--- src/rtl/uart_tx_pkg.sv ---
package uart_tx_pkg;

  typedef struct packed {
    logic eight;
    logic par_en;
    logic par_odd;
    logic addr_mode;
    logic addr_flag;
    logic two_stop;
    logic msb_first;
  } tx_fmt_t;

  typedef enum logic [1:0] {
    TX_IDLE  = 2'd0,
    TX_ARMED = 2'd1,
    TX_SEND  = 2'd2
  } tx_state_t;

endpackage

--- src/rtl/uart_tx_parity.sv ---
module uart_tx_parity #(
  parameter int DATA_W = 8
) (
  input  logic [DATA_W-1:0] data,
  input  logic              full_len,
  input  logic              odd,
  output logic              par
);
  logic [DATA_W-1:0] mask;

  // the top data bit is dropped in short mode, so it must not count
  assign mask = full_len ? {DATA_W{1'b1}} : {1'b0, {(DATA_W-1){1'b1}}};
  assign par  = (^(data & mask)) ^ odd;
endmodule

--- src/rtl/uart_tx_framer.sv ---
module uart_tx_framer
  import uart_tx_pkg::*;
#(
  parameter int DATA_W  = 8,
  parameter int FRAME_W = DATA_W + 5,
  parameter int CNT_W   = $clog2(FRAME_W + 1)
) (
  input  logic [DATA_W-1:0]  data,
  input  tx_fmt_t            fmt,
  input  logic               par,
  output logic [FRAME_W-1:0] frame,
  output logic [CNT_W-1:0]   len
);
  logic [DATA_W-1:0] ord_full;
  logic [DATA_W-1:0] ord_short;
  logic [DATA_W-1:0] ordered;

  genvar g;
  generate
    for (g = 0; g < DATA_W; g++) begin : g_rev_full
      assign ord_full[g] = data[DATA_W-1-g];
    end
    for (g = 0; g < DATA_W - 1; g++) begin : g_rev_short
      assign ord_short[g] = data[DATA_W-2-g];
    end
  endgenerate
  assign ord_short[DATA_W-1] = 1'b0;

  assign ordered = fmt.msb_first ? (fmt.eight ? ord_full : ord_short) : data;

  always_comb begin
    int pos;
    int nbits;
    nbits = fmt.eight ? DATA_W : DATA_W - 1;
    frame = {FRAME_W{1'b1}};
    frame[0] = 1'b0;
    pos = 1;
    for (int i = 0; i < DATA_W; i++) begin
      if (i < nbits) begin
        frame[pos] = ordered[i];
        pos = pos + 1;
      end
    end
    if (fmt.par_en) begin
      frame[pos] = par;
      pos = pos + 1;
    end
    if (fmt.addr_mode) begin
      frame[pos] = fmt.addr_flag;
      pos = pos + 1;
    end
    // stop bits are already 1 from the fill above
    len = CNT_W'(pos + (fmt.two_stop ? 2 : 1));
  end
endmodule

--- src/rtl/uart_tx_shifter.sv ---
module uart_tx_shifter
  import uart_tx_pkg::*;
#(
  parameter int FRAME_W = 13,
  parameter int CNT_W   = $clog2(FRAME_W + 1)
) (
  input  logic               clk,
  input  logic               rst,
  input  logic               sw_reset,
  input  logic               baud_tick,
  input  logic               ld_valid,
  input  logic [FRAME_W-1:0] frame,
  input  logic [CNT_W-1:0]   len,
  output logic               ld_ready,
  output logic               txd
);
  tx_state_t          state;
  logic [FRAME_W-1:0] shreg;
  logic [CNT_W-1:0]   remain;

  always_ff @(posedge clk) begin
    if (rst || sw_reset) begin
      state    <= TX_IDLE;
      shreg    <= {FRAME_W{1'b1}};
      remain   <= '0;
      txd      <= 1'b1;
      ld_ready <= 1'b1;
    end else begin
      case (state)
        TX_IDLE: begin
          if (ld_valid) begin
            shreg    <= frame;
            remain   <= len;
            state    <= TX_ARMED;
            ld_ready <= 1'b0;
          end
        end
        TX_ARMED: begin
          if (baud_tick) begin
            txd    <= shreg[0];
            shreg  <= {1'b1, shreg[FRAME_W-1:1]};
            remain <= remain - 1'b1;
            state  <= TX_SEND;
          end
        end
        TX_SEND: begin
          if (baud_tick) begin
            if (remain == '0) begin
              txd      <= 1'b1;
              ld_ready <= 1'b1;
              state    <= TX_IDLE;
            end else begin
              txd    <= shreg[0];
              shreg  <= {1'b1, shreg[FRAME_W-1:1]};
              remain <= remain - 1'b1;
            end
          end
        end
        default: state <= TX_IDLE;
      endcase
    end
  end
endmodule

--- src/rtl/uart_char_tx.sv ---
module uart_char_tx
  import uart_tx_pkg::*;
#(
  parameter int DATA_W = 8
) (
  input  logic              clk,
  input  logic              rst,
  input  logic              sw_reset,
  input  logic              baud_tick,
  input  logic              ld_valid,
  input  logic [DATA_W-1:0] ld_data,
  output logic              ld_ready,
  input  logic              fmt_eight_bits,
  input  logic              fmt_parity_en,
  input  logic              fmt_parity_odd,
  input  logic              fmt_addr_mode,
  input  logic              fmt_addr_flag,
  input  logic              fmt_two_stop,
  input  logic              fmt_msb_first,
  input  logic              ie_wr,
  input  logic              ie_wdata,
  output logic              tx_ie,
  output logic              tx_irq,
  output logic              txd
);
  localparam int FRAME_W = DATA_W + 5;
  localparam int CNT_W   = $clog2(FRAME_W + 1);

  tx_fmt_t            fmt;
  logic               par;
  logic [FRAME_W-1:0] frame;
  logic [CNT_W-1:0]   len;

  assign fmt = '{eight:     fmt_eight_bits,
                 par_en:    fmt_parity_en,
                 par_odd:   fmt_parity_odd,
                 addr_mode: fmt_addr_mode,
                 addr_flag: fmt_addr_flag,
                 two_stop:  fmt_two_stop,
                 msb_first: fmt_msb_first};

  uart_tx_parity #(.DATA_W(DATA_W)) u_par (
    .data     (ld_data),
    .full_len (fmt.eight),
    .odd      (fmt.par_odd),
    .par      (par)
  );

  uart_tx_framer #(.DATA_W(DATA_W), .FRAME_W(FRAME_W), .CNT_W(CNT_W)) u_frm (
    .data  (ld_data),
    .fmt   (fmt),
    .par   (par),
    .frame (frame),
    .len   (len)
  );

  uart_tx_shifter #(.FRAME_W(FRAME_W), .CNT_W(CNT_W)) u_shf (
    .clk       (clk),
    .rst       (rst),
    .sw_reset  (sw_reset),
    .baud_tick (baud_tick),
    .ld_valid  (ld_valid),
    .frame     (frame),
    .len       (len),
    .ld_ready  (ld_ready),
    .txd       (txd)
  );

  always_ff @(posedge clk) begin
    if (rst || sw_reset) tx_ie <= 1'b0;
    else if (ie_wr)      tx_ie <= ie_wdata;
  end

  assign tx_irq = tx_ie & ld_ready;
endmodule

--- config.mk ---
export PLATFORM = sky130hd
export DESIGN_NAME = uart_char_tx
export DESIGN_NICKNAME = d
export VERILOG_FILES = /design/src/rtl/uart_tx_pkg.sv /design/src/rtl/uart_tx_parity.sv /design/src/rtl/uart_tx_framer.sv /design/src/rtl/uart_tx_shifter.sv /design/src/rtl/uart_char_tx.sv
export SDC_FILE = /design/constraint.sdc
export NUM_CORES = 1
export LEC_CHECK = 0
export ABC_AREA = 1
export BUFFER_PORTS_ARGS = -buffer_cell sky130_fd_sc_hd__buf_2
export CAP_MARGIN = 10
export CORE_MARGIN = 4
export CORE_UTILIZATION = 50
export CTS_CLUSTER_DIAMETER = 80
export DETAILED_ROUTE_END_ITERATION = 10
export PLACE_DENSITY_LB_ADDON = 0.3
export SLEW_MARGIN = 20
export SYNTH_ARGS = -nofsm -noshare
export SYNTH_HDL_FRONTEND = slang
export SYNTH_SLANG_ARGS = --single-unit
--- constraint.sdc ---
create_clock -name clk -period 1.9 [get_ports clk]
set_input_delay 0.38 -clock clk [delete_from_list [all_inputs] [get_ports clk]]
set_output_delay 0.38 -clock clk [all_outputs]
set_load 0.005 [all_outputs]
; ---- Word-level counts from Yosys, hierarchy flattened
; Cells that the tools add are included.
[word_totals]
ff_bits = 22
inputBits = 22
out_inout_bits = 4
elab_cells = 148
[classes]
n_addsub = 11
magnitude_cmp = 26
eq_ne = 7
mux = 75
bitwise = 3
reduce_logical = 20
[ops]
columns = operator, n
row1 = $ge A32 B1 Y1 const B, 8
row2 = $lt A32 B6 Y1 const B, 8
row3 = $mux W32, 8
row4 = $add A32 B2 Y32 const B, 7
row5 = $mux W13, 13
row6 = $lt A4 B32 Y1 const A, 4
row7 = $bwmux W13, 9
row8 = $lt A3 B32 Y1 const A, 2
row9 = $pmux W13 S3, 1
row10 = $demux W1 S4, 9
row11 = $lt A1 B32 Y1 const A, 1
row12 = $lt A2 B32 Y1 const A, 1
row13 = $mux W4, 6
row14 = $mux W8, 3
row15 = $mux W1, 16
row16 = $mux W2, 6
row17 = $pmux W4 S3, 1
row18 = $logic_and A1 B1 Y1, 9
row19 = $and A8 B8 Y8, 1
row20 = $ne A2 B2 Y1 const B, 4
row21 = $reduce_and A4 Y1, 2
row22 = $reduce_xor A8 Y1, 1
row23 = $pmux W2 S3, 1
row24 = $lt A2 B5 Y1 const B, 1
row25 = 18 further kinds, 20

; ---- Depth between registers and ports, before layout
; Gate-level depths: netlist (run 1).
[depth]
word_depth = 27
depth_mapped = 13
depth_no_buf = 13

; ---- By module
; From an unflattened synthesis (run 1), not the netlist that was laid out.
[hier_totals]
cells_unflattened = 291
area_unflattened_um2 = 1840.5
[modules_own_cells]
columns = mod, instances, cells_each, area_each_um2, seq_area_each_um2
row1 = uart_tx_shifter, 1, 180, 1263.7, 420.4
row2 = uart_tx_framer, 1, 69, 375.4, 0.0
row3 = uart_tx_parity, 1, 33, 151.4, 0.0
row4 = uart_char_tx, 1, 9, 50.0, 20.0

; ---- Least setup slack after synthesis (run 1)
; Ideal clock, no wire load.
[synth_timing]
kind = input port to flip-flop
start = input port fmt_eight_bits
end = register u_shf.remain[2]
setup_ns = 0.071
arrival_ns = 1.883
required_ns = 1.829
path_slack_ns = -0.054
cell_stages = 11
path_buffers = 0
path_cell_list = inv_1 ha_1 nand2_1 inv_1 nor2_1 ha_1 fa_1 xor2_1 a21oi_1 o21ai_1 a21oi_1
[synth_via]
elab_chain_len = 24
word_cells_on_any_way = 31
classes_between = 10 x add/sub / 8 x order compare / 13 x mux
[synth_lines]
columns = item, line_no
row1 = start: declaration, uart_char_tx.sv:13  ; input logic fmt_eight_bits,
row2 = $mux W4 (*), uart_tx_framer.sv:34  ; nbits = fmt.eight ? DATA_W : DATA_W - 1;
row3 = $lt A1 B32 Y1, uart_tx_framer.sv:39  ; if (i < nbits) begin
row4 = $mux W2, uart_tx_framer.sv:39
row5 = $add A2 B1 Y3, uart_tx_framer.sv:41  ; pos = pos + 1;
row6 = $mux W32, uart_tx_framer.sv:39
row7 = $add A32 B2 Y32, uart_tx_framer.sv:41
row8 = $mux W32, uart_tx_framer.sv:39
row9 = $add A32 B2 Y32, uart_tx_framer.sv:41
row10 = [8 not listed], -
row11 = $mux W32 (*), uart_tx_framer.sv:39
row12 = $add A32 B2 Y32, uart_tx_framer.sv:46  ; pos = pos + 1;
row13 = $mux W32 (*), uart_tx_framer.sv:44  ; if (fmt.par_en) begin
row14 = $add A4 B2 Y4, uart_tx_framer.sv:50  ; pos = pos + 1;
row15 = $mux W4 (*), uart_tx_framer.sv:48  ; if (fmt.addr_mode) begin
row16 = $add A4 B4 Y4 (*), uart_tx_framer.sv:53  ; len = CNT_W'(pos + (fmt.two_stop ? 2 : 1));
row17 = $mux W4 (*), uart_tx_shifter.sv:31  ; if (ld_valid) begin
row18 = $pmux W4 S3 (*), uart_tx_shifter.sv:29  ; case (state)
row19 = end signal: assignment, uart_tx_shifter.sv:33  ; remain <= len;
row20 = end signal: assignment, uart_tx_shifter.sv:42  ; remain <= remain - 1'b1;
row21 = end signal: assignment, uart_tx_shifter.sv:55  ; remain <= remain - 1'b1;
row22 = end: declaration, uart_tx_shifter.sv:19  ; logic [CNT_W-1:0] remain;
; Mark *: on every way between the ends. The rest lies on a longest branch, timed or not. The select of a mux whose other input is x is not followed.
; A chain may end at the register's enable or synchronous reset.

; ---- Final worst setup path (run 1)
[layout_timing]
start = input port fmt_eight_bits
end = register u_shf.remain[1]
; The elaborated chain is that of the path after synthesis.

==> impl_metrics.json, run 1 <==
{
  "ant_nets": 0,
  "relSlewSlack_pct": 68.1,
  "antenna_found_initial": 0,
  "cts_buffer_depth": 2,
  "worstSetupPathType": "in2reg",
  "p_leak_nw": 0.857,
  "status": "finished clean",
  "grt_pass1_wl_mm": 5.87,
  "grtUsageTotal_pct": 17.7,
  "max_freq_ghz": 0.564,
  "reg2reg_depth": 9,
  "regArea_um2": 420,
  "hold_buffers": 0,
  "gp_congestion": 0.857,
  "synthDistinctLibCells": 30,
  "worstHoldStart": "ie_wr",
  "grt_max_degree": 15,
  "critPathMaxFanout": 2,
  "min_period_over_period_pct": 93.4,
  "diodes": 0,
  "rsz0062_at_grt": "false",
  "grt-ovfl-total": 0,
  "worstSkewPairLatency_ns": 0.31,
  "dieArea_um2": 3900,
  "r2r-end": "u_shf.shreg[8]$_SDFFE_PP1P_",
  "synth_edf_count": 0,
  "r2r-start": "u_shf.state[1]$_SDFFE_PP0P_",
  "die_y_um": 62.5,
  "setup_violations": 0,
  "ys_ff_latch": 21,
  "hold_depth": 2,
  "critPathRequiredTime_ns": 2.14,
  "die_x_um": 62.5,
  "setup_ws_ns": 0.126,
  "grt_pass1_vias": 1428,
  "yosysSeqAreaShare_pct": 28.4,
  "final_area_um2": 1790,
  "tightestPinTransition_ns": 0.479,
  "slowest_delay_ns": 0.55,
  "r2r_setup_slack_ns": 0.20,
  "place_hpwl_mm": 2.62,
  "vias": 1494,
  "min_path_type": "in2reg",
  "slowest_stage": "fa_2",
  "syn_inst": 222,
  "multiInputGateArea_um2": 908,
  "startpoint_type": "primary input",
  "num_rows": 19,
  "fillers": 285,
  "drcViolationCount": 0,
  "viasPerCell": 5.13,
  "clk_pin_slew_worst_paths_ns": 0.12,
  "final_util_pct": 63.6,
  "worstPathCellList": "buf_6 -> inv_12 -> ha_4 -> nand2_2 -> inv_2 -> nor2_1 -> ha_2 -> fa_2 -> nand2_1 -> o21ai_1 -> nor2_1 -> a211oi_2",
  "routed_wl_mm": 3.21,
  "cts_root_buf": "clkbuf_4",
  "synth_warnings": 0,
  "path_common_cell": "nor2_1",
  "cp_num_buf_inv": 3,
  "cts_htree_levels": 1,
  "vdd_drop_max_uv": 469,
  "ios": 26,
  "drv_cap": 0,
  "cts_buffers": 3,
  "dp_worst_setup_slack_ns": -0.291,
  "avgSynthCellArea_um2": 6.68,
  "drv_slew": 0,
  "hold_viol": 0,
  "synth_flop_cell": "dfxtp_1",
  "core_area_um2": 2810,
  "placed_area_um2": 1750,
  "clock_skew_ns": 0.00623,
  "worstSetupEndpointType": "flop",
  "period_needed_ns": 1.77,
  "cts_tree": "yes",
  "hold_end": "tx_ie$_SDFFE_PP0P_",
  "async_reset_ff_share_pct": 0,
  "fin_nets": 292,
  "start_util_pct": 52.9,
  "io_buffers": 25,
  "area_delta_synth_final_pct": 20.4,
  "synth.cell_area_um2": 1480,
  "cts_sinks": 21,
  "layout-drive-gt1-share_pct": 24.2,
  "first_pass_iters": 4,
  "power_density_nw_per_um2": 653,
  "arrival_ns": 2.01,
  "avgRoutedWirePerCell_um": 11.0,
  "syn_nets": 253,
  "drtIter0Drc": 50,
  "crit_family": "adder cells"
}
-- how the worst max path moves through the flow --
stage,from,to,slack (ns),depth (start not counted)
detailed placement,fmt_eight_bits,u_shf.remain[1]$_SDFFE_PP0P_,-0.29,12
global placement,fmt_eight_bits,u_shf.remain[1]$_SDFFE_PP0P_,-0.26,12
global route,u_shf.state[1]$_SDFFE_PP0P_,u_shf.shreg[3]$_SDFFE_PP1P_,0.01,9
finish,fmt_eight_bits,u_shf.remain[1]$_SDFFE_PP0P_,0.13,12
CTS,fmt_eight_bits,u_shf.remain[1]$_SDFFE_PP0P_,0.04,12
floorplan,fmt_eight_bits,u_shf.remain[1]$_SDFFE_PP0P_,-0.03,11
-- repair_timing --
action	CTS	global route
resized for setup	0	4
setup buffers	0	0
setup endpoints to repair	0	2
-- per-stage QoR --
step                TNS, ns  std cells  total power [mW]  hold WS [ns]
finish                    0        291              1.17         0.255
global route              0        291              1.27         0.230
CTS                       0        291              1.18         0.244
detailed placement   -0.538        287             0.960         0.446
global placement     -0.445        287             0.951         0.438
floorplan           -0.0290        222             0.835         0.426
-- kinds of logic (layout without fill, tap and decap cells) --
logic type	after synthesis	count (layout)	share of synthesized area (%)
AO/OA/AOI/OAI	75	75	28.0
AND/OR/NAND/NOR	73	73	21.4
buffers and inverters	40	78	11.7
flip-flops	21	21	28.4
adder cells (fa/ha/maj)	9	9	8.10
XOR/XNOR	4	4	2.36
-- layout make-up --
class,instances,share of cell area [%]
multi-input combinational,161,50.9
inverter,34,8.13
timing repair buffer,40,13.8
sequential,21,23.5
tap,31,2.17
clock buffer,4,1.47
-- state kept, by name, summed over array words and instances, names as in the netlist --
register / count
u_shf.remain: 4
u_shf.shreg: 12
u_shf.ld_ready: 1
u_shf.txd: 1
tx_ie: 1
u_shf.state: 2
-- placed cells by master (no fill, tap or decap), drive strengths merged --
| master | n |
|---|---|
| a211oi | 2 |
| a21oi | 30 |
| a31oi | 2 |
| buf | 40 |
| clkbuf | 4 |
| dfxtp | 21 |
| fa | 1 |
| ha | 8 |
| inv | 34 |
| nand2 | 45 |
| nand3 | 10 |
| nor2 | 17 |
| nor3 | 1 |
| o211ai | 4 |
| o21a | 1 |
| o21ai | 34 |
| o221ai | 1 |
| o22ai | 1 |
| xnor2 | 1 |
| xor2 | 3 |
-- where the power goes --
part | leakage, nW | switching, mW | internal [mW] | total (mW)
Clock | 0.0150 | 0.134 | 0.0820 | 0.216
Sequential | 0.172 | 0.0183 | 0.477 | 0.495
Combinational | 0.669 | 0.268 | 0.187 | 0.456
Total | 0.857 | 0.420 | 0.746 | 1.17
-- layer usage --
metal / global-route usage (%) / vias up / wire [um]
li1: - / 813 / -
met1: 22.7 / 657 / 1550
met2: 30.6 / 20 / 1500
met3: 3.24 / 4 / 119
met4: 4.13 / 0 / 29
met5: 0 / - / 0
-- synthesized netlist by cell type, drive strengths merged, types with 2 or more instances --
library cell,number,area share [%]
a211oi,2,1.4
a21oi,30,10
a31oi,2,0.84
buf,6,3.1
dfxtp,21,28
ha,8,6.8
inv,34,8.6
nand2,45,12
nand3,10,4.2
nor2,17,5.3
o211ai,4,2.0
o21ai,34,11
xor2,3,1.8
Note: power is estimated with default switching activity, not from simulation.
==> inputs of run 2 (changes only) <==
PLACE_DENSITY_LB_ADDON = 0.2   (was 0.3)
==> impl_metrics.json, run 2 (synthesized netlist as in run 1, its figures left out) <==
{
  "status": "finished clean",
  "io_buffers": 25,
  "largestRegisters": "u_shf.shreg x12, u_shf.remain x4, u_shf.state x2",
  "grt_pass1_vias": 1308,
  "cts_root_buf": "clkbuf_4",
  "grt-ovfl-total": 0,
  "core_area_um2": 2810,
  "cts_sinks": 21,
  "grt_pass1_wl_mm": 5.70,
  "routed_wl_mm": 3.24,
  "worstSkewPairLatency_ns": 0.31,
  "max_freq_ghz": 0.547,
  "layout-drive-gt1-share_pct": 24.6,
  "rsz0062_at_grt": "false",
  "drv_cap": 0,
  "final_common_cell": "nand2_1",
  "p_leak_nw": 0.862,
  "dieArea_um2": 3900,
  "multiInputGateArea_um2": 908,
  "cts_htree_levels": 1,
  "min_path_type": "in2reg",
  "power_density_nw_per_um2": 663,
  "regArea_um2": 420,
  "clk_pin_slew_worst_paths_ns": 0.13,
  "drtIter0Drc": 58,
  "final_util_pct": 63.9,
  "final_cell_mix": "nand2_1, a21oi_1, inv_1, buf_2, o21ai_0",
  "setup-tns-final_ns": 0,
  "antenna_found_initial": 0,
  "worstSetupPathType": "in2reg",
  "slowest_stage": "fa_2",
  "hold_viol": 0,
  "tightestPinTransition_ns": 0.474,
  "worstPathCellList": "clkbuf_4 -> inv_12 -> ha_4 -> nand2_2 -> inv_2 -> nor2_1 -> ha_2 -> fa_2 -> nand2_1 -> o21ai_1 -> nor2_1 -> a211oi_2",
  "path_common_cell": "nor2_1",
  "die_x_um": 62.5,
  "arrival_ns": 2.07,
  "fillers": 267,
  "clock_skew_ns": 0.0174,
  "placed_area_um2": 1740,
  "ios": 26,
  "relSlewSlack_pct": 68.3,
  "grt_max_degree": 17,
  "cts_buffers": 3,
  "stdcell_count": 291,
  "gp_congestion": 0.834,
  "vias": 1493,
  "start_util_pct": 52.9,
  "ant_nets": 0,
  "slowest_delay_ns": 0.55,
  "die_y_um": 62.5,
  "worstSetupEndpointType": "flop",
  "area_delta_synth_final_pct": 20.9,
  "cts_tree": "yes",
  "final_area_um2": 1790,
  "period_needed_ns": 1.83,
  "vdd_drop_max_uv": 559,
  "largest_reg_flops": 12,
  "fin_nets": 292,
  "grtUsageTotal_pct": 17.6,
  "drcViolationCount": 0,
  "regMostFlops": "u_shf.shreg",
  "viasPerCell": 5.13,
  "placedCellCount": 284,
  "critPathMaxFanout": 2,
  "diodes": 0,
  "dp_worst_setup_slack_ns": -0.296,
  "setup_violations": 0,
  "setup_ws_ns": 0.0730,
  "num_rows": 19,
  "drv_slew": 0,
  "avgRoutedWirePerCell_um": 11.1,
  "place_hpwl_mm": 2.52,
  "first_pass_iters": 4,
  "critPathRequiredTime_ns": 2.15,
  "min_period_over_period_pct": 96.2,
  "cts_buffer_depth": 2,
  "startpoint_type": "primary input"
}
==> run 2: worst paths after layout <==
check,slack (ns),startpoint,to,cells past startpoint
setup / recovery,0.07,fmt_eight_bits,u_shf.remain[1]$_SDFFE_PP0P_,12
hold / removal,0.25,ie_wr,tx_ie$_SDFFE_PP0P_,2
setup reg to reg,0.24,u_shf.state[1]$_SDFFE_PP0P_,u_shf.shreg[9]$_SDFFE_PP1P_,10
hold reg to reg,0.44,u_shf.shreg[1]$_SDFFE_PP1P_,u_shf.shreg[0]$_SDFFE_PP1P_,2
==> run 2: cell type report <==
type                    instances  area share [%]
well taps                      31            2.16
clock inverters                 1           0.279
flip-flops and latches         21            23.4
repair buffers                 40            14.1
multi-input cells             161            50.7
clock buffers                   3            1.26
inverters                      34            8.09
==> run 2: metrics by stage <==
step                power, mW  hold slack, ns
floorplan               0.835           0.426
global placement        0.954           0.440
detailed placement      0.960           0.442
CTS                      1.18           0.247
global route             1.29           0.241
finish                   1.19           0.250
==> run 2: critical path: cells and delay by family <==
kind / cells / cell delay, ns
buf+inv: 3 / 0.24
fa+ha+maj: 3 / 1.00
compound gates: 2 / 0.25
simple gates: 4 / 0.19
==> run 2: what timing repair did <==
item	in CTS	in global routing
setup endpoints to repair	0	2
resized for setup	0	1
setup buffers	0	3
hold endpoints to repair	0	0
hold buffers	0	0
==> run 2: power breakdown <==
part	internal [mW]	switching (mW)	leakage [nW]	total, mW
Combinational	0.202	0.273	0.672	0.475
Clock	0.0786	0.139	0.0177	0.218
Sequential	0.477	0.0196	0.172	0.496
==> run 2: metal layers <==
layer / track usage [%] / vias up / share of wire (%)
li1: - / 813 / -
met5: 0 / - / 0
met1: 23.3 / 659 / 49
met2: 29.0 / 19 / 47
met4: 4.13 / 0 / 0.56
met3: 3.96 / 2 / 3.1
